`src/rtl/exu_pkg.sv`:
```
package exu_pkg;

    typedef enum logic [4:0] {
        OP_ADD  = 5'd0,
        OP_ADDU = 5'd1,
        OP_SUB  = 5'd2,
        OP_SUBU = 5'd3,
        OP_AND  = 5'd4,
        OP_OR   = 5'd5,
        OP_XOR  = 5'd6,
        OP_LHI  = 5'd7,
        OP_SLL  = 5'd8,
        OP_SRL  = 5'd9,
        OP_SRA  = 5'd10,
        OP_SLT  = 5'd11,
        OP_SGT  = 5'd12,
        OP_SLE  = 5'd13,
        OP_SGE  = 5'd14,
        OP_SEQ  = 5'd15,
        OP_SNE  = 5'd16
    } op_e;

    localparam int OP_W = 5;

    // operand extension style chosen per operation class
    typedef enum logic {
        EXT_ZERO = 1'b0,
        EXT_SIGN = 1'b1
    } ext_e;

    function automatic ext_e ext_for(input logic [OP_W-1:0] code);
        ext_e e;
        case (code)
            OP_ADD, OP_SUB, OP_SLT, OP_SGT,
            OP_SLE, OP_SGE, OP_SEQ, OP_SNE: e = EXT_SIGN;
            default:                        e = EXT_ZERO;
        endcase
        return e;
    endfunction

endpackage

```
`src/rtl/exu_operand_sel.sv`:
```
module exu_operand_sel
    import exu_pkg::*;
#(
    parameter int W     = 32,
    parameter int IMM_W = 16
) (
    input  logic [OP_W-1:0]  op,
    input  logic [W-1:0]     b,
    input  logic [IMM_W-1:0] imm,
    input  logic             imm_sel,
    output logic [W-1:0]     b_eff
);
    localparam int PAD = W - IMM_W;

    logic [W-1:0] imm_sx;
    logic [W-1:0] imm_zx;

    assign imm_sx = {{PAD{imm[IMM_W-1]}}, imm};
    assign imm_zx = {{PAD{1'b0}}, imm};

    always_comb begin
        if (!imm_sel) begin
            b_eff = b;
        end else if (ext_for(op) == EXT_SIGN) begin
            b_eff = imm_sx;
        end else begin
            b_eff = imm_zx;
        end
    end
endmodule

```
`src/rtl/exu_addsub.sv`:
```
module exu_addsub #(
    parameter int W = 32
) (
    input  logic [W-1:0] x,
    input  logic [W-1:0] y,
    input  logic         subtract,
    output logic [W-1:0] sum,
    output logic         sgn_ovf
);
    logic [W-1:0] y_inv;
    logic [W:0]   wide;

    assign y_inv = subtract ? ~y : y;
    assign wide  = {1'b0, x} + {1'b0, y_inv} + {{W{1'b0}}, subtract};
    assign sum   = wide[W-1:0];

    // operands (after inversion) agree in sign but the sum does not
    assign sgn_ovf = (x[W-1] == y_inv[W-1]) && (sum[W-1] != x[W-1]);
endmodule

```
`src/rtl/exu_shifter.sv`:
```
module exu_shifter #(
    parameter int W = 32
) (
    input  logic [W-1:0]         x,
    input  logic [$clog2(W)-1:0] amt,
    output logic [W-1:0]         shl,
    output logic [W-1:0]         shr_log,
    output logic [W-1:0]         shr_ari
);
    localparam int SW = $clog2(W);

    // logarithmic barrel, one stage per amount bit
    logic [W-1:0] l_st [SW+1];
    logic [W-1:0] r_st [SW+1];
    logic [W-1:0] s_st [SW+1];
    logic         fill;

    assign fill     = x[W-1];
    assign l_st[0]  = x;
    assign r_st[0]  = x;
    assign s_st[0]  = x;

    for (genvar k = 0; k < SW; k++) begin : g_stage
        localparam int D = 1 << k;
        assign l_st[k+1] = amt[k] ? {l_st[k][W-1-D:0], {D{1'b0}}} : l_st[k];
        assign r_st[k+1] = amt[k] ? {{D{1'b0}}, r_st[k][W-1:D]}   : r_st[k];
        assign s_st[k+1] = amt[k] ? {{D{fill}}, s_st[k][W-1:D]}   : s_st[k];
    end

    assign shl     = l_st[SW];
    assign shr_log = r_st[SW];
    assign shr_ari = s_st[SW];
endmodule

```
`src/rtl/exu_compare.sv`:
```
module exu_compare #(
    parameter int W = 32
) (
    input  logic [W-1:0] x,
    input  logic [W-1:0] y,
    output logic         lt,
    output logic         eq
);
    assign eq = (x == y);
    assign lt = $signed(x) < $signed(y);
endmodule

```
`src/rtl/exu_regops.sv`:
```
module exu_regops
    import exu_pkg::*;
#(
    parameter int W       = 32,
    parameter int IMM_W   = 16,
    parameter bit REG_OUT = 1'b1
) (
    input  logic             clk,
    input  logic             rst_n,
    input  logic             in_valid,
    input  logic [4:0]       op,
    input  logic [W-1:0]     a,
    input  logic [W-1:0]     b,
    input  logic [IMM_W-1:0] imm,
    input  logic             imm_sel,
    output logic             out_valid,
    output logic [W-1:0]     result,
    output logic             ovf
);
    localparam int SW = $clog2(W);

    logic [W-1:0] b_eff;
    logic [W-1:0] as_sum;
    logic         as_ovf;
    logic         is_sub;
    logic [W-1:0] sh_l, sh_rl, sh_ra;
    logic         c_lt, c_eq;
    logic [W-1:0] nxt_res;
    logic         nxt_ovf;

    exu_operand_sel #(.W(W), .IMM_W(IMM_W)) u_opsel (
        .op(op), .b(b), .imm(imm), .imm_sel(imm_sel), .b_eff(b_eff)
    );

    assign is_sub = (op == OP_SUB) || (op == OP_SUBU);

    exu_addsub #(.W(W)) u_addsub (
        .x(a), .y(b_eff), .subtract(is_sub), .sum(as_sum), .sgn_ovf(as_ovf)
    );

    exu_shifter #(.W(W)) u_shift (
        .x(a), .amt(b_eff[SW-1:0]),
        .shl(sh_l), .shr_log(sh_rl), .shr_ari(sh_ra)
    );

    exu_compare #(.W(W)) u_cmp (
        .x(a), .y(b_eff), .lt(c_lt), .eq(c_eq)
    );

    // result selection
    always_comb begin
        nxt_res = '0;
        nxt_ovf = 1'b0;
        unique case (op)
            OP_ADD, OP_SUB: begin
                nxt_res = as_sum;
                nxt_ovf = as_ovf;
            end
            OP_ADDU, OP_SUBU: nxt_res = as_sum;
            OP_AND: nxt_res = a & b_eff;
            OP_OR:  nxt_res = a | b_eff;
            OP_XOR: nxt_res = a ^ b_eff;
            OP_LHI: nxt_res = {imm, {(W-IMM_W){1'b0}}};
            OP_SLL: nxt_res = sh_l;
            OP_SRL: nxt_res = sh_rl;
            OP_SRA: nxt_res = sh_ra;
            OP_SLT: nxt_res = {{(W-1){1'b0}}, c_lt};
            OP_SGT: nxt_res = {{(W-1){1'b0}}, !c_lt && !c_eq};
            OP_SLE: nxt_res = {{(W-1){1'b0}}, c_lt || c_eq};
            OP_SGE: nxt_res = {{(W-1){1'b0}}, !c_lt};
            OP_SEQ: nxt_res = {{(W-1){1'b0}}, c_eq};
            OP_SNE: nxt_res = {{(W-1){1'b0}}, !c_eq};
            default: begin
                nxt_res = '0;
                nxt_ovf = 1'b0;
            end
        endcase
    end

    // output stage: EMPTY / FULL
    typedef enum logic {
        ST_EMPTY = 1'b0,
        ST_FULL  = 1'b1
    } ost_e;

    if (REG_OUT) begin : g_reg
        ost_e         st_q;
        logic [W-1:0] res_q;
        logic         ovf_q;

        always_ff @(posedge clk) begin
            if (!rst_n) begin
                st_q <= ST_EMPTY;
            end else begin
                unique case (st_q)
                    ST_EMPTY: st_q <= in_valid ? ST_FULL : ST_EMPTY;
                    ST_FULL:  st_q <= in_valid ? ST_FULL : ST_EMPTY;
                    default:  st_q <= ST_EMPTY;
                endcase
            end
        end

        always_ff @(posedge clk) begin
            if (!rst_n) begin
                res_q <= '0;
                ovf_q <= 1'b0;
            end else if (in_valid) begin
                res_q <= nxt_res;
                ovf_q <= nxt_ovf;
            end
        end

        assign out_valid = (st_q == ST_FULL);
        assign result    = res_q;
        assign ovf       = ovf_q;
    end else begin : g_comb
        assign out_valid = in_valid && rst_n;
        assign result    = rst_n ? nxt_res : '0;
        assign ovf       = rst_n && nxt_ovf;
    end
endmodule

```
`config.mk`:
```
export PLATFORM = sky130hd
export DESIGN_NAME = exu_regops
export DESIGN_NICKNAME = d
export VERILOG_FILES = /design/src/rtl/exu_pkg.sv /design/src/rtl/exu_operand_sel.sv /design/src/rtl/exu_addsub.sv /design/src/rtl/exu_shifter.sv /design/src/rtl/exu_compare.sv /design/src/rtl/exu_regops.sv
export SDC_FILE = /design/constraint.sdc
export NUM_CORES = 1
export LEC_CHECK = 0
export BUFFER_PORTS_ARGS = -buffer_cell sky130_fd_sc_hd__buf_2
export CAP_MARGIN = 20
export CORE_ASPECT_RATIO = 0.75
export CORE_MARGIN = 4
export CORE_UTILIZATION = 37
export CTS_CLUSTER_SIZE = 20
export DETAILED_ROUTE_END_ITERATION = 7
export MAX_ROUTING_LAYER = met4
export SYNTH_ARGS = -nofsm -noshare
export SYNTH_HDL_FRONTEND = slang
export SYNTH_SLANG_ARGS = --single-unit
```
`constraint.sdc`:
```
create_clock -name clk -period 4.6 [get_ports clk]
set_input_delay 0 -clock clk [delete_from_list [all_inputs] [get_ports clk]]
set_output_delay 0 -clock clk [all_outputs]
set_load 0.1 [all_outputs]
```
==> out/qor.txt <==
status -> finished clean
CTS tree -> done
global route total overflow -> 0
Root Driver -> clkbuf_16
RSZ-0062 raised after global routing -> false
syn_nets -> 1,614
post-route DRC violation count -> 0
core area -> 0.0269 mm²
area leader, netlist -> ha_1
Max-slew headroom -> 30.7%
Worst Path Required -> 4760 ps
max cap viols -> 0
FP Rows -> 52
IO Port Bufs -> 122
# nets final -> 1,689
setup bufs post-CTS -> 0
CTS resizes -> 0
Post-Layout Inst Area -> 0.0113 mm²
commonest cells after routing, fill and taps aside -> mux2i_1, ha_1, nor2_1
Cell Area, Placed -> 0.0111 mm²
max-slew violation count -> 0
DR vias/cell -> 6.53
area of the multi-input gates -> 0.00864 mm²
nature of the critical path endpoint -> register
first-pass GRT wire length -> 74,600 µm
leakage -> 5.19 nW
Post-Layout Cell Count -> 1,823
final hold vios -> 0
overall routing resource usage -> 34.4%
sequential element share of the synthesized area -> 6.72%
initial antenna violation count -> 1
share of the synthesized area in the top cell type -> 15.9%
final setup vio count -> 0
vias in the first global route -> 10.8k
Syn Std Cell Area -> 0.0101 mm²
total of fill cells in the finished design -> 2,879
EDFF count, synth -> 0
Worst Hold Class -> in2reg
Top Ports -> 123
die height -> 151 µm
clk slew on worst S/H paths -> 70 ps
clk sinks -> 34
Chip Width -> 199 µm
Max Clk Rate -> 0.233 GHz
Max FO, Critical Path -> 36
final cycle utilization of the critical path -> 93.2%
routed vias -> 11.9k
min Tclk post-route -> 4290 ps
synthesized area per cell -> 7.26 µm²
Synth area leaders -> ha_1, mux2i_1, dfxtp_1
ANT nets after route -> 0
DRT iter0 DRCs -> 1,494
layout cells sized above 1 -> 15.2%
die area -> 0.0301 mm²
Netlist cell types -> 84
pwr dens -> 212 mW/mm²
CTS Hold Bufs -> 0
Initial DRT Pass Iterations -> 6
Setup Skew -> 0 ps
leading cell type in the layout, fill and taps excluded -> mux2i_1
#FFs+latches synth -> 34
Async S/R FF share, synth -> 0%
final WL -> 52,500 µm
final setup TNS -> 0 ps
clk_lat worst skew -> 290 ps
largest net degree at the start of global routing -> 57
Seq. cell area -> 681 µm²
H-tree depth -> 2
Max clock buf depth -> 2
Placed Cells -> 1,813
placer congestion estimate -> 1.09
Critical Path AT -> 4450 ps
Peak VDD IR -> 163 µV
Avg WL per Cell -> 28.8 µm
critical path class -> in2reg
Worst setup SP type -> input port
hpwl dp -> 41,500 µm
synthesis warning total -> 0
Starting Density -> 37.6%
synth-to-layout area growth -> 11.6%
slew at the pin closest to its max-slew limit -> 1010 ps
Post-synth top flop -> dfxtp_1
post-synthesis cell count -> 1,395
Inserted Clock Buffers -> 5
[metrics by stage]
stage / worst slack (ps) / util [%] / hold WS [ps] / total power [mW]
2_1_floorplan: 814 / - / 116 / 1.38
3_3_place_gp: 365 / 41.2 / 432 / 1.87
3_5_place_dp: 387 / 41.2 / 437 / 1.87
4_1_cts: 679 / 41.9 / 146 / 2.34
5_1_grt: 207 / 41.9 / 175 / 2.50
6_report: 311 / 41.9 / 137 / 2.40
[cell families after synthesis]
family          share of synthesized area (%)
fa+ha+maj                                16.1
simple gates                             17.2
mux                                      18.8
compound gates                           27.4
buf+inv                                  8.64
flops                                    6.72
xor+xnor                                 5.10
[path summary, 6_finish.rpt]
check	from	end	cells past startpoint	slack, ps
max reg2reg	result[1]$_SDFFE_PN0P_	result[1]$_SDFFE_PN0P_	6	2650
max	imm_sel	result[0]$_SDFFE_PN0P_	12	310
min reg2reg	result[8]$_SDFFE_PN0P_	result[8]$_SDFFE_PN0P_	2	450
min	imm[13]	result[29]$_SDFFE_PN0P_	5	140
[sequential cells by signal, indices dropped and copies added (netlist names)]
register   flops
out_valid      1
result        32
ovf            1
[power by group]
group | total [mW] | switching, mW | internal, mW
registers | 0.311 | 0.00650 | 0.304
logic | 1.62 | 1.08 | 0.538
clock network | 0.463 | 0.151 | 0.312
total | 2.40 | 1.24 | 1.15
[worst max-delay path: stages]
cell,delay (ps)
buf_2,100
buf_12,250
mux2i_1,580
ha_1,360
nor4_1,640
and4_1,510
o21ai_0,400
a31oi_1,350
mux2_2,380
and3_1,160
o21ai_0,510
a31oi_1,160
[per-layer routing]
metal | vias to the layer above | global-route usage [%] | wire (µm)
met4 | 0 | 8.61 | 1740
met2 | 816 | 46.6 | 20500
met5 | - | - | 0
met1 | 5688 | 49.7 | 23300
met3 | 111 | 9.83 | 6910
li1 | 5283 | - | -
[Yosys cell counts (all sizes together), types with 9 or more instances]
| master | number |
|---|---|
| o21ai | 109 |
| xor2 | 10 |
| o22ai | 27 |
| a21o | 20 |
| nor4 | 10 |
| xnor2 | 49 |
| a21oi | 108 |
| nor2b | 26 |
| nor2 | 128 |
| nand4 | 15 |
| a31oi | 27 |
| mux4 | 14 |
| dfxtp | 34 |
| o211ai | 9 |
| nand3 | 22 |
| a22oi | 12 |
| ha | 129 |
| buf | 40 |
| a211oi | 20 |
| clkbuf | 58 |
| nor3 | 23 |
| mux2i | 153 |
| nand2 | 110 |
| a221oi | 21 |
| inv | 93 |
| o221ai | 13 |
[cell type report]
| cell class | count | share of cell area, % |
|---|---|---|
| antenna | 1 | 0.0222 |
| clock buffer | 5 | 1.11 |
| clock inverter | 3 | 0.609 |
| inverter | 93 | 3.11 |
| multi-input combinational | 1168 | 76.5 |
| sequential | 34 | 6.03 |
| tap | 351 | 3.89 |
| timing repair buffer | 168 | 8.75 |
(Power assumes the default switching activity.)
